<file path="config.mk">
export PLATFORM = sky130hd
export DESIGN_NAME = tamper_counter
export DESIGN_NICKNAME = d
export VERILOG_FILES = /design/src/rtl/tc_pkg.sv /design/src/rtl/tc_rst_sync.sv /design/src/rtl/tc_sync.sv /design/src/rtl/tc_poll_div.sv /design/src/rtl/tc_edge_qual.sv /design/src/rtl/tamper_counter.sv
export SDC_FILE = /design/constraint.sdc
export NUM_CORES = 1
export LEC_CHECK = 0
export ABC_AREA = 1
export ABC_CLOCK_PERIOD_IN_PS = 1070
export BUFFER_PORTS_ARGS = -buffer_cell sky130_fd_sc_hd__buf_2
export CAP_MARGIN = 20
export CORE_ASPECT_RATIO = 0.6
export CORE_MARGIN = 2
export CORE_UTILIZATION = 30
export CTS_BUF_LIST = sky130_fd_sc_hd__clkbuf_2 sky130_fd_sc_hd__clkbuf_4 sky130_fd_sc_hd__clkbuf_8
export DETAILED_ROUTE_END_ITERATION = 10
export PLACE_DENSITY = 0.52
export RECOVER_POWER = 50
export SLEW_MARGIN = 20
export SYNTH_ARGS = -nofsm -noshare
export SYNTH_HDL_FRONTEND = slang
export SYNTH_SLANG_ARGS = --single-unit
</file>
<file path="constraint.sdc">
create_clock -name clk -period 1.07 [get_ports clk]
set_input_delay 0.0535 -clock clk [delete_from_list [all_inputs] [get_ports clk]]
set_output_delay 0.0535 -clock clk [all_outputs]
set_load 0.02 [all_outputs]
</file>
<file path="src/rtl/tc_pkg.sv">
`timescale 1ns/1ps
package tc_pkg;
  localparam int REG_AW   = 2;
  localparam int REG_DW   = 8;
  localparam int NV_BIT   = 7;
  localparam int POLL_BIT = 1;
  localparam int POL_BIT  = 0;
  localparam logic [REG_AW-1:0] CTRL_ADDR   = 2'd0;
  localparam logic [REG_AW-1:0] CNT_LO_ADDR = 2'd1;

  typedef struct packed {
    logic nv_mode;
    logic poll_en;
    logic rise_edge;
  } tc_ctrl_t;

  localparam tc_ctrl_t CTRL_RESET = '{nv_mode: 1'b0, poll_en: 1'b0, rise_edge: 1'b1};
endpackage

</file>
<file path="src/rtl/tc_rst_sync.sv">
`timescale 1ns/1ps
module tc_rst_sync #(
  parameter int STAGES = 2
) (
  input  logic clk,
  input  logic rst_n,
  output logic rst_s_n
);
  logic [STAGES-1:0] rs_q;

  always_ff @(posedge clk or negedge rst_n) begin
    if (!rst_n) rs_q <= '0;
    else        rs_q <= {rs_q[STAGES-2:0], 1'b1};
  end

  assign rst_s_n = rs_q[STAGES-1];
endmodule

</file>
<file path="src/rtl/tc_sync.sv">
`timescale 1ns/1ps
module tc_sync #(
  parameter int STAGES = 2
) (
  input  logic clk,
  input  logic rst_n,
  input  logic din,
  output logic dout
);
  logic [STAGES-1:0] sh_q, sh_d;

  always_comb sh_d = {sh_q[STAGES-2:0], din};

  always_ff @(posedge clk or negedge rst_n) begin
    if (!rst_n) sh_q <= '0;
    else        sh_q <= sh_d;
  end

  assign dout = sh_q[STAGES-1];
endmodule

</file>
<file path="src/rtl/tc_poll_div.sv">
`timescale 1ns/1ps
module tc_poll_div #(
  parameter int DIV = 4096
) (
  input  logic clk,
  input  logic rst_n,
  input  logic osc_en,
  input  logic rtc_tick,
  output logic strobe
);
  localparam int DW = (DIV > 1) ? $clog2(DIV) : 1;
  localparam logic [DW-1:0] LAST = DW'(DIV - 1);

  logic [DW-1:0] div_q, div_d;
  logic          adv;

  always_comb begin
    adv    = osc_en && rtc_tick;
    strobe = adv && (div_q == LAST);
    div_d  = div_q;
    if (adv) div_d = strobe ? '0 : div_q + 1'b1;
  end

  always_ff @(posedge clk or negedge rst_n) begin
    if (!rst_n) div_q <= '0;
    else        div_q <= div_d;
  end


  osc_hold_chk: assert property (@(posedge clk) disable iff (!rst_n)
    !osc_en |=> $stable(div_q));


  period_wrap_chk: assert property (@(posedge clk) disable iff (!rst_n)
    strobe |=> (div_q == '0));
endmodule

</file>
<file path="src/rtl/tc_edge_qual.sv">
`timescale 1ns/1ps
module tc_edge_qual (
  input  logic clk,
  input  logic rst_n,
  input  logic s_in,
  input  logic poll_en,
  input  logic rise_edge,
  input  logic poll_strobe,
  output logic hit
);
  logic prev_q, prev_d;
  logic samp_q, samp_d;
  logic cont_hit, poll_hit;

  always_comb begin
    cont_hit = (s_in != prev_q) && (s_in == rise_edge);
    poll_hit = poll_strobe && s_in && !samp_q;
    hit      = poll_en ? poll_hit : cont_hit;
    prev_d   = s_in;
    samp_d   = (!poll_en || poll_strobe) ? s_in : samp_q;
  end

  always_ff @(posedge clk or negedge rst_n) begin
    if (!rst_n) begin
      prev_q <= 1'b0;
      samp_q <= 1'b0;
    end else begin
      prev_q <= prev_d;
      samp_q <= samp_d;
    end
  end


  one_per_edge_chk: assert property (@(posedge clk) disable iff (!rst_n)
    (hit && !poll_en) |=> (poll_en || !hit || (rise_edge != $past(rise_edge))));
endmodule

</file>
<file path="src/rtl/tamper_counter.sv">
`timescale 1ns/1ps
module tamper_counter
  import tc_pkg::*;
#(
  parameter int CNT_W    = 16,
  parameter int POLL_DIV = 4096,
  parameter int SYNC_N   = 2
) (
  input  logic              clk,
  input  logic              rst_n,
  input  logic              main_pwr,
  input  logic              osc_en,
  input  logic              rtc_tick,
  input  logic              evt_in,
  input  logic              reg_we,
  input  logic [REG_AW-1:0] reg_addr,
  input  logic [REG_DW-1:0] reg_wdata,
  output logic [REG_DW-1:0] reg_rdata
);
  localparam int NBYTES = CNT_W / REG_DW;

  logic             rst_s_n;
  logic             evt_s;
  logic             poll_strobe;
  logic             hit;
  logic             count_en;
  logic             cnt_wr;
  tc_ctrl_t         ctrl_q, ctrl_d;
  logic [CNT_W-1:0] cnt_q, cnt_d, cnt_wval;
  logic [NBYTES-1:0] byte_sel;

  tc_rst_sync #(.STAGES(2)) u_rst (
    .clk(clk), .rst_n(rst_n), .rst_s_n(rst_s_n));

  tc_sync #(.STAGES(SYNC_N)) u_sync (
    .clk(clk), .rst_n(rst_s_n), .din(evt_in), .dout(evt_s));

  tc_poll_div #(.DIV(POLL_DIV)) u_div (
    .clk(clk), .rst_n(rst_s_n), .osc_en(osc_en), .rtc_tick(rtc_tick),
    .strobe(poll_strobe));

  tc_edge_qual u_qual (
    .clk(clk), .rst_n(rst_s_n), .s_in(evt_s), .poll_en(ctrl_q.poll_en),
    .rise_edge(ctrl_q.rise_edge), .poll_strobe(poll_strobe), .hit(hit));

  // byte lanes of the count
  for (genvar b = 0; b < NBYTES; b++) begin : g_lane
    assign byte_sel[b] = reg_we && (reg_addr == REG_AW'(CNT_LO_ADDR + b));
    assign cnt_wval[b*REG_DW +: REG_DW] =
      byte_sel[b] ? reg_wdata : cnt_q[b*REG_DW +: REG_DW];
  end

  always_comb begin
    count_en = !ctrl_q.nv_mode || main_pwr;
    cnt_wr   = |byte_sel;
    cnt_d    = cnt_q;
    if (cnt_wr)                cnt_d = cnt_wval;
    else if (hit && count_en)  cnt_d = cnt_q + 1'b1;
  end

  always_comb begin
    ctrl_d = ctrl_q;
    if (reg_we && reg_addr == CTRL_ADDR) begin
      if (reg_wdata[POLL_BIT])
        ctrl_d = '{nv_mode: 1'b0, poll_en: 1'b1, rise_edge: 1'b1};
      else
        ctrl_d = '{nv_mode: reg_wdata[NV_BIT], poll_en: 1'b0,
                   rise_edge: reg_wdata[POL_BIT]};
    end
  end

  always_ff @(posedge clk or negedge rst_s_n) begin
    if (!rst_s_n) begin
      ctrl_q <= CTRL_RESET;
      cnt_q  <= '0;
    end else begin
      ctrl_q <= ctrl_d;
      cnt_q  <= cnt_d;
    end
  end

  always_comb begin
    reg_rdata = '0;
    if (reg_addr == CTRL_ADDR) begin
      reg_rdata[NV_BIT]   = ctrl_q.nv_mode;
      reg_rdata[POLL_BIT] = ctrl_q.poll_en;
      reg_rdata[POL_BIT]  = ctrl_q.rise_edge;
    end else begin
      for (int b = 0; b < NBYTES; b++)
        if (reg_addr == REG_AW'(CNT_LO_ADDR + b))
          reg_rdata = cnt_q[b*REG_DW +: REG_DW];
    end
  end


  poll_forces_chk: assert property (@(posedge clk) disable iff (!rst_s_n)
    ctrl_q.poll_en |-> (!ctrl_q.nv_mode && ctrl_q.rise_edge));


  nv_hold_chk: assert property (@(posedge clk) disable iff (!rst_s_n)
    (ctrl_q.nv_mode && !main_pwr && !cnt_wr) |=> $stable(cnt_q));


  cnt_step_chk: assert property (@(posedge clk) disable iff (!rst_s_n)
    !cnt_wr |=> ((cnt_q == $past(cnt_q)) || (cnt_q == $past(cnt_q) + 1'b1)));


  poll_gate_chk: assert property (@(posedge clk) disable iff (!rst_s_n)
    (ctrl_q.poll_en && !poll_strobe && !cnt_wr) |=> $stable(cnt_q));
endmodule

</file>
==> metrics, run 1 <==
leakage power 1.87 nW; hold slack final 51.5 ps; H-tree depth 2; total global routing overflow 0; Synth Flop Type dfrtp_1; core area 7270 um2; die height 71.2 um; # DRC 0; cell mode on critical path nand2_1; CP peak stage delay 440 ps; WP data required 1260 ps; largest net degree at the start of global routing 22; Post-Syn Area per Cell 7.25 um2; synthesized instance count 311; critical path class reg -> reg; Rows 24; Yosys top cell by area dfrtp_1; top-level port count 25; Final Hold Fails 0; clk buf depth 2; worst-skew pair later-pin latency 290 ps; RSZ-0062 raised after global routing yes; global-route wire length before repair 11600 um; Num CTS Buffers 5; detailed placement HPWL 5090 um; nets 445; ant diodes 0; Post-Syn Nets 330; initial DRC count 127; worst vdd ir 0.000989 V; clock sinks 37; Final Slew Violations 0; post-route ant nets 0; Initial DRT Pass Iterations 4; min cycle time layout 1410 ps; area added between synthesis and finish 68.9%; final wirelength 7220 um; final setup margin -339 ps; die outline area 8250 um2; vias in the first global route 2319; crit-path cells buf_6 > inv_4 > nor2_4 > nand2_4 > o21ai_2 > nand2_1 > nand2_1 > nand2_1 > nand2_1 > nand2_1; status finished with violations; Max-Cap Viols 0; count leader, synth nand2_1; top cell type's share of synthesized area 39.9%; TritonCTS clock tree built; input/output buffers 24; largest cells by area after synthesis dfrtp_1 (40%), nand2_1 (18%), inv_1 (5.7%); Initial Util 31.0%; EDFF count, synth 0; clk_skew 9.16 ps; final setup fails 37; Max Freq 0.710 GHz; fin crit share 132%; failing checks negative setup slack; synth unique cells 32; initial antenna violation count 0; Setup WS pre-CTS -433 ps; Worst EP arrival 1600 ps; async set-or-reset flop fraction in the synthesized netlist 100%; routed vias/inst 4.57; clock-pin slew on the worst setup and hold paths 80 ps; layout cell share with drive strength beyond 1 51.8%; crit start category flop; register area share after synthesis 41.1%; CP max stage cell dfrtp_1; Die W 116 um; Crit. End Element flop; GRT Util Overall 18.3%; Commonest cells post-synth nand2_1 (108), dfrtp_1 (36), inv_1 (34), nor2_1 (28), nand3_1 (24); routability cong. 0.865; wire length per cell 13.6 um; Synthesis Warnings 0; vias post-DR 2426; Mapped Area 2260 um2; flops & latches, synth 37; PwrDens 1920 nW/um2; max_slew headroom 62.0%; CP Max Fanout 6; Worst Hold Class in -> reg; cell chosen for the clock root clkbuf_8; Slew @ Worst Pin 570 ps
==> final timing paths <==
kind | start | end | slack, ps | depth (start not counted)
worst min-delay path | reg_wdata[0] | ctrl_q[0] | 50 | 3
worst min register to register | u_rst.rs_q[1] | cnt_q[7] | 270 | 1
worst max register to register | cnt_q[0] | cnt_q[9] | -340 | 10
worst max-delay path | cnt_q[0] | cnt_q[9] | -340 | 10
min in group asynchronous | rst_n | u_rst.rs_q[0] | 70 | 2
max in group asynchronous | u_rst.rs_q[1] | cnt_q[10] | 350 | 1
==> metal layers <==
layer | share of wire (%) | GRT usage, % | vias to the layer above
li1 | - | - | 1238
met1 | 53 | 29.5 | 1146
met2 | 43 | 25.3 | 38
met3 | 3.3 | 3.60 | 4
met4 | 0.60 | 2.78 | 0
met5 | 0 | 0 | -
==> power breakdown <==
group / internal, mW / switching, mW
Combinational: 2.05 / 1.89
Clock: 0.583 / 0.524
Sequential: 1.81 / 0.445
==> layout make-up <==
type	count	area (um2)
inverters	35	149
multi-input cells	236	1580
clock inverters	1	5.00
fillers	699	3460
clock buffers	7	96.3
repair buffers	111	923
flip-flops and latches	37	931
well taps	104	130
==> through the flow <==
step	cell area, um2	std cells	power [mW]	utilization (%)	TNS (ps)
2_1_floorplan	2290	311	3.47	-	-5590
3_3_place_gp	3000	499	4.76	41.3	-8420
3_5_place_dp	3000	499	4.77	41.3	-8840
4_1_cts	3540	523	6.75	48.7	-8460
5_1_grt	3810	531	7.76	52.4	-11620
6_report	3810	531	7.31	52.4	-9260
==> placed cells by master (no fill, tap or decap), drive strengths merged, types with 4 or more instances in the layout <==
cell / instances
nand4: 4
clkbuf: 10
nor3: 4
nand3: 34
o21ai: 20
a21oi: 9
nor2: 31
inv: 35
dfrtp: 36
nand2: 114
buf: 105
==> kinds of logic after synthesis <==
| kind of cell | Yosys count | share of synthesized area, % |
|---|---|---|
| AND/OR/NAND/NOR | 188 | 38.3 |
| flip-flops | 37 | 41.1 |
| buffers and inverters | 38 | 7.04 |
| other | 1 | 0.166 |
| adder cells (fa/ha/maj) | 2 | 1.11 |
| XOR/XNOR | 5 | 1.94 |
| AO/OA/AOI/OAI | 40 | 10.3 |
==> flip-flops by register name, indices dropped and copies added (netlist names) <==
register,flops
cnt_q,16
u_div.div_q,12
ctrl_q,3
u_rst.rs_q,2
u_sync.sh_q,2
u_qual.prev_q,1
u_qual.samp_q,1
==> critical path, delay by kind of cell, from the launching register on <==
| kind | cells | cell delay [ps] |
|---|---|---|
| AND/OR/NAND/NOR | 7 | 530 |
| AO/OA/AOI/OAI | 1 | 150 |
| flip-flops | 1 | 440 |
| buffers and inverters | 2 | 190 |
==> repair_timing <==
action / in CTS / in global routing
hold buffers: 3 / 0
setup buffers: 13 / 9
hold endpoints to repair: 4 / 0
pin swaps: 43 / 46
gates cloned: 0 / 0
gates resized for setup: 95 / 60
endpoints found under the setup margin: 37 / 37
Note: power is estimated with default switching activity, not from simulation.
==> run 2, diff against run 1 <==
--- a/config.mk
+++ b/config.mk
@@ -6,7 +6,7 @@
 export NUM_CORES = 1
 export LEC_CHECK = 0
 export ABC_AREA = 1
-export ABC_CLOCK_PERIOD_IN_PS = 1070
+export ABC_CLOCK_PERIOD_IN_PS = 1300
 export BUFFER_PORTS_ARGS = -buffer_cell sky130_fd_sc_hd__buf_2
 export CAP_MARGIN = 20
 export CORE_ASPECT_RATIO = 0.6
@@ -14,7 +14,8 @@
 export CORE_UTILIZATION = 30
 export CTS_BUF_LIST = sky130_fd_sc_hd__clkbuf_2 sky130_fd_sc_hd__clkbuf_4 sky130_fd_sc_hd__clkbuf_8
 export DETAILED_ROUTE_END_ITERATION = 10
-export PLACE_DENSITY = 0.52
+export GPL_TIMING_DRIVEN = 0
+export PLACE_DENSITY = 0.5
 export RECOVER_POWER = 50
 export SLEW_MARGIN = 20
 export SYNTH_ARGS = -nofsm -noshare
==> constraint.sdc (replaced) <==
create_clock -name clk -period 1.3 [get_ports clk]
set_input_delay 0.26 -clock clk [delete_from_list [all_inputs] [get_ports clk]]
set_output_delay 0.26 -clock clk [all_outputs]
set_load 0.02 [all_outputs]
==> run 2 against run 1 <==
  * The run still ends with negative setup slack left
  * Routed wire length shrank 5.5%
  * Die area stayed put
  * Critical endpoint is now reg_rdata[0]
  * Clock-buffer cell count unchanged
  * Worst hold slack gained 21 ps
  * Sequential cell count unchanged
==> metrics, run 2 (synthesis results as in run 1) <==
Final Hold Fails 0 (unchanged); initial DRC count 110 (-13%); # DRC 0 (unchanged); die height 71.2 um (unchanged); clk_skew 8.60 ps (-0.558 ps); cell chosen for the clock root clkbuf_8; PwrDens 1630 nW/um2 (-15%); nets 411 (-7.6%); Initial DRT Pass Iterations 5 (+1); area added between synthesis and finish 49.1%; Die W 116 um (unchanged); TritonCTS clock tree built; worst-skew pair later-pin latency 290 ps (about the same); GRT Util Overall 18.1% (-0.20 points); clk buf depth 2 (unchanged); min cycle time layout 1510 ps; layout cell share with drive strength beyond 1 43.8% (-8.0 points); commonest cells after routing, fill and taps aside nand2_1 (100), buf_4 (48), dfrtp_1 (27); H-tree depth 2 (unchanged); routed vias/inst 4.75 (+3.9%); Final Slew Violations 0 (unchanged); CP Max Fanout 3 (-3); Initial Util 31.0% (unchanged); clock-pin slew on the worst setup and hold paths 70 ps (about the same); Largest regs cnt_q x16, u_div.div_q x12, ctrl_q x3; routability cong. 0.920 (+6.3%); wire length per cell 13.7 um (+0.96%); CP peak stage delay 540 ps (+100 ps); vias post-DR 2359 (-2.8%); Tot Pwr 5.47 mW (-25%); failing checks negative setup slack; post-route ant nets 0 (unchanged); final setup margin -215 ps (+124 ps); Util after Layout 46.3% (-6.1 points); worst vdd ir 0.000947 V (-4.3%); largest net degree at the start of global routing 30 (+36%); die outline area 8250 um2 (unchanged); crit start category flop; detailed placement HPWL 4600 um (-9.5%); final setup fails 28 (-24%); critical path class reg -> out; input/output buffers 24 (unchanged); Worst EP arrival 1250 ps (-350 ps); final wirelength 6820 um (-5.5%); Rows 24 (unchanged); global-route wire length before repair 11400 um (-2.3%); Filler cells 743 (+6.3%); fin crit share 117%; CP max stage cell dfstp_2; Max-Cap Viols 0 (unchanged); core area 7270 um2 (unchanged); total global routing overflow 0 (unchanged); leakage power 1.63 nW (-13%); status finished with violations; ant diodes 0 (unchanged); r2r setup slk -110 ps (+230 ps); vias in the first global route 2229 (-3.9%); max_slew headroom 48.1% (-14 points); top-level port count 25 (unchanged); WP data required 1040 ps (-220 ps); crit-path cells inv_2 > o221ai_2 > buf_4; most common cell after layout, fill and taps aside nand2_1; initial antenna violation count 0 (unchanged); Num CTS Buffers 5 (unchanged); Max Freq 0.660 GHz; Reg with most FFs cnt_q; clock sinks 37 (unchanged); Crit. End Element output port; Slew @ Worst Pin 779 ps (+209 ps); number of flip-flops in the largest register 16 (unchanged); Worst Hold Class in -> reg; RSZ-0062 raised after global routing yes
-- run 2: changes by cell type in the layout (fill, tap and decap cells not counted), moves of 4 or more --
cell,previous run,this run
dfrtp_1,33,27
nand2_1,94,100
nand2_2,11,7
nor2_2,8,4
nor2_1,15,20
nand3_1,7,13
nand3_2,21,17
buf_4,58,48
inv_4,7,2
inv_2,10,15
dfrtp_2,3,9
buf_6,31,10
-- run 2: worst paths after layout --
kind / start / depth (start not counted) / endpoint
worst max-delay path: ctrl_q[0] / 3 / reg_rdata[0]
worst min-delay path: evt_in / 1 / u_sync.sh_q[0]
worst max register to register: cnt_q[1] / 9 / cnt_q[10]
worst min register to register: u_rst.rs_q[1] / 0 / u_sync.sh_q[0]
max in group asynchronous: u_rst.rs_q[1] / 1 / cnt_q[12]
min in group asynchronous: u_rst.rs_q[1] / 0 / u_sync.sh_q[0]
-- run 2: critical path, delay by kind of cell, from the launching register on --
kind                   cells  cell delay [ps]
buffers and inverters      2              230
AOI/OAI and AO/OA          1              200
DFF                        1              540
-- run 2: layout make-up --
| type | instances | area, um2 | area share [%] |
|---|---|---|---|
| plain buffers | 3 | 32.5 | 0.967 |
| clock buffers | 7 | 90.1 | 2.68 |
| clock inverters | 1 | 30.0 | 0.893 |
| inverters | 35 | 136 | 4.05 |
| multi-input cells | 236 | 1450 | 43.2 |
| flip-flops and latches | 37 | 938 | 27.9 |
| well taps | 104 | 130 | 3.87 |
| repair buffers | 74 | 554 | 16.5 |
-- run 2: per-layer routing --
metal	global-route usage (%)	routed length, um	up-vias
met5	0	0	-
met4	4.37	54	0
met3	3.68	401	5
met2	24.8	2870	58
met1	28.7	3490	1124
li1	-	-	1172
-- run 2: metrics by stage --
stage	cell area [um2]	std cells	hold slack, ps	TNS, ps	worst slack [ps]
floorplan	2280	311	-35.6	-669	-66.5
global placement	2530	439	45.2	-19330	-370
detailed placement	2550	440	49.8	-6600	-291
CTS	3090	481	65.4	-2350	-197
global route	3360	497	57.9	-5760	-243
finish	3360	497	72.1	-2400	-215
-- run 2: power by group --
group | internal [mW] | leakage [nW] | switching [mW]
Sequential | 1.50 | 0.445 | 0.408
Clock | 0.647 | 0.0619 | 0.421
Combinational | 1.25 | 1.13 | 1.24
-- run 2: repair_timing --
item / in CTS / in global routing
hold buffers: 1 / 0
resized for setup: 53 / 52
pin swaps: 16 / 12
endpoints found under the setup margin: 35 / 35
hold endpoints to repair: 2 / 0
setup buffers: 32 / 16
cloned: 0 / 0
==> run 3, diff against run 2 <==
--- a/config.mk
+++ b/config.mk
@@ -15,6 +15,7 @@
 export CTS_BUF_LIST = sky130_fd_sc_hd__clkbuf_2 sky130_fd_sc_hd__clkbuf_4 sky130_fd_sc_hd__clkbuf_8
 export DETAILED_ROUTE_END_ITERATION = 10
 export GPL_TIMING_DRIVEN = 0
+export MAX_ROUTING_LAYER = met4
 export PLACE_DENSITY = 0.5
 export RECOVER_POWER = 50
 export SLEW_MARGIN = 20
==> run 3 against run 2 <==
  * Via count down 3.5%
  * Power down 3.6%
  * Routed wire length decreased by 0.91%
  * Clock power about the same
  * Combinational power decreased by 8.4%
  * Largest cell class unchanged
  * First-iteration DRC count increased by 33%
  * Clock-buffer cell count fell by 1
  * The flow still finishes with violations (negative setup slack)
  * Final cell count is 2.2% lower
  * Global-route usage is essentially flat
  * Register-to-register slack got worse by 60 ps
==> metrics, run 3 (synthesis results as in run 1) <==
CP peak stage delay 540 ps (about the same); Reg with most FFs cnt_q; Crit. End Element output port; Final Instance Area 3240 um2 (-3.6%); crit start category flop; Final Hold Fails 0 (unchanged); core area 7270 um2 (unchanged); nets 400 (-2.7%); global-route wire length before repair 11000 um (-3.3%); Rows 24 (unchanged); number of flip-flops in the largest register 16 (unchanged); # DRC 0 (unchanged); Max Used Layer met4; die outline area 8250 um2 (unchanged); Reg2Reg Depth 8 (-1); sequential power share 36.6% (+1.6 points); routability cong. 0.950 (+3.3%); M1 WL 3640 um (+4.1%); r2r setup slk -170 ps (-60 ps); input/output buffers 24 (unchanged); met3 WL post-DR 301 um (-25%); Placement Cell Area 2550 um2 (unchanged); min cycle time layout 1470 ps (-40.1 ps); critical path class reg -> out; clk buf depth 2 (unchanged); routed vias/inst 4.69 (-1.3%); Worst Hold Class in -> reg; worst vdd ir 0.000655 V (-31%); clk_skew 4.92 ps (-3.68 ps); Filler cells 744 (+0.13%); CP max stage cell dfstp_2; clock sinks 37 (unchanged); Sw Share 38.8% (+0.95 points); die height 71.2 um (unchanged); vias post-DR 2277 (-3.5%); failing checks negative setup slack; WP data required 1040 ps (about the same); layout cell share with drive strength beyond 1 40.8% (-2.9 points); Num CTS Buffers 5 (unchanged); Int Pwr 3.23 mW (-5.1%); worst-skew pair later-pin latency 300 ps (about the same); max_slew headroom 56.7% (+8.6 points); final setup fails 25 (-11%); switching power total 2.05 mW (-1.2%); final setup margin -175 ps (+40.1 ps); cell chosen for the clock root clkbuf_8; top-level port count 25 (unchanged); fin crit share 113% (-3.1 points); crit path capture reg_rdata[0]; area added between synthesis and finish 43.8%; Final Slew Violations 0 (unchanged); detailed placement HPWL 4690 um (+1.9%); post-route ant nets 0 (unchanged); PwrDens 1620 nW/um2 (about the same); H-tree depth 2 (unchanged); Max-Cap Viols 0 (unchanged); Util after Layout 44.6% (-1.7 points); largest net degree at the start of global routing 27 (-10%); wire length per cell 13.9 um (+1.3%); Worst Setup SP ctrl_q[0]; Worst Min Path Start evt_in; power share of the clock group 20.1% (+0.6 points); reg2reg end cnt_q[15]; most common cell after layout, fill and taps aside nand2_1; TritonCTS clock tree built; combinational share of power 43.3% (-2.2 points); initial DRC count 146 (+33%); Slew @ Worst Pin 649 ps (-130 ps); CP Max Fanout 3 (unchanged); metal2 WL 2740 um (-4.4%); Initial DRT Pass Iterations 4 (-1); total global routing overflow 0 (unchanged); Initial Util 31.0% (unchanged); final wirelength 6760 um (-0.91%); leakage power 1.56 nW (-4.1%); RSZ-0062 raised after global routing yes; vias in the first global route 2168 (-2.7%); crit-path cells inv_2 > o221ai_2 > buf_4; clock-pin slew on the worst setup and hold paths 70 ps (about the same); Worst EP arrival 1210 ps (-40 ps); Tot Pwr 5.27 mW (-3.6%); Largest regs cnt_q x16, u_div.div_q x12, ctrl_q x3; initial antenna violation count 0 (unchanged); Max Freq 0.678 GHz (+2.7%); ant diodes 0 (unchanged); GRT Util Overall 18.1% (about the same); status finished with violations; Die W 116 um (unchanged); RR Startpoint u_div.div_q[4]; commonest cells after routing, fill and taps aside nand2_1 (100), buf_4 (39), dfrtp_1 (25)
run 3: changes by cell type in the layout (fill, tap and decap cells not counted), moves of 3 or more:
cell     delta
o21ai_1     -5
buf_4       -9
buf_6       -3
o21ai_0     +5
nand3_1     +3
run 3: per-layer routing:
metal | GRT usage, % | up-vias
met4 | 4.76 | 0
met2 | 23.6 | 41
met5 | - | -
met1 | 28.3 | 1083
li1 | - | 1145
met3 | 3.08 | 8
run 3: power by group through the flow:
stage	clock [mW]	sequential [mW]	combinational, mW
after detailed placement	0	1.94	1.33
final	1.06	1.93	2.28
after global placement	0	1.95	1.29
after global routing	1.15	1.98	2.55
after floorplan	0	1.82	1.02
after CTS	1.09	1.90	1.93
run 3: worst min path at each step:
stage | endpoint | slack (ps) | cells after the start
after floorplan | u_rst.rs_q[0] | -40 | 0
after global placement | u_rst.rs_q[0] | 50 | 1
after detailed placement | u_rst.rs_q[0] | 50 | 1
after CTS | u_sync.sh_q[0] | 50 | 1
after global routing | u_sync.sh_q[0] | 60 | 1
final | u_sync.sh_q[0] | 60 | 1
run 3: per-stage QoR:
step                setup WS, ps  setup TNS [ps]  hold WS, ps  instances
global placement            -388          -19920         45.4        439
global route                -272           -5610         57.1        486
detailed placement          -286           -6400         45.8        440
finish                      -175           -2640         63.6        486
CTS                         -189           -2770         54.0        472
floorplan                  -66.5            -669        -35.6        311
run 3: repair_timing:
item                                    4_1_cts  5_1_grt
gates resized for setup                      58       30
hold endpoints to repair                      2        0
gates cloned                                  0        1
hold buffers                                  1        0
pin swaps                                    16       15
endpoints found under the setup margin       35       34
buffers inserted                             23       13
run 3: layout make-up:
| cell class | count | area, um2 | area share [%] |
|---|---|---|---|
| plain buffers | 3 | 32.5 | 1.00 |
| multi-input cells | 236 | 1410 | 43.5 |
| clock inverters | 2 | 37.5 | 1.16 |
| inverters | 35 | 131 | 4.05 |
| clock buffers | 6 | 82.6 | 2.55 |
| well taps | 104 | 130 | 4.01 |
| flip-flops and latches | 37 | 941 | 29.0 |
| repair buffers | 63 | 478 | 14.7 |
run 3: critical path, delay by kind of cell (launching register included):
kind	cells	cell delay, ps
AOI/OAI and AO/OA	1	160
buffers and inverters	2	220
DFF	1	540
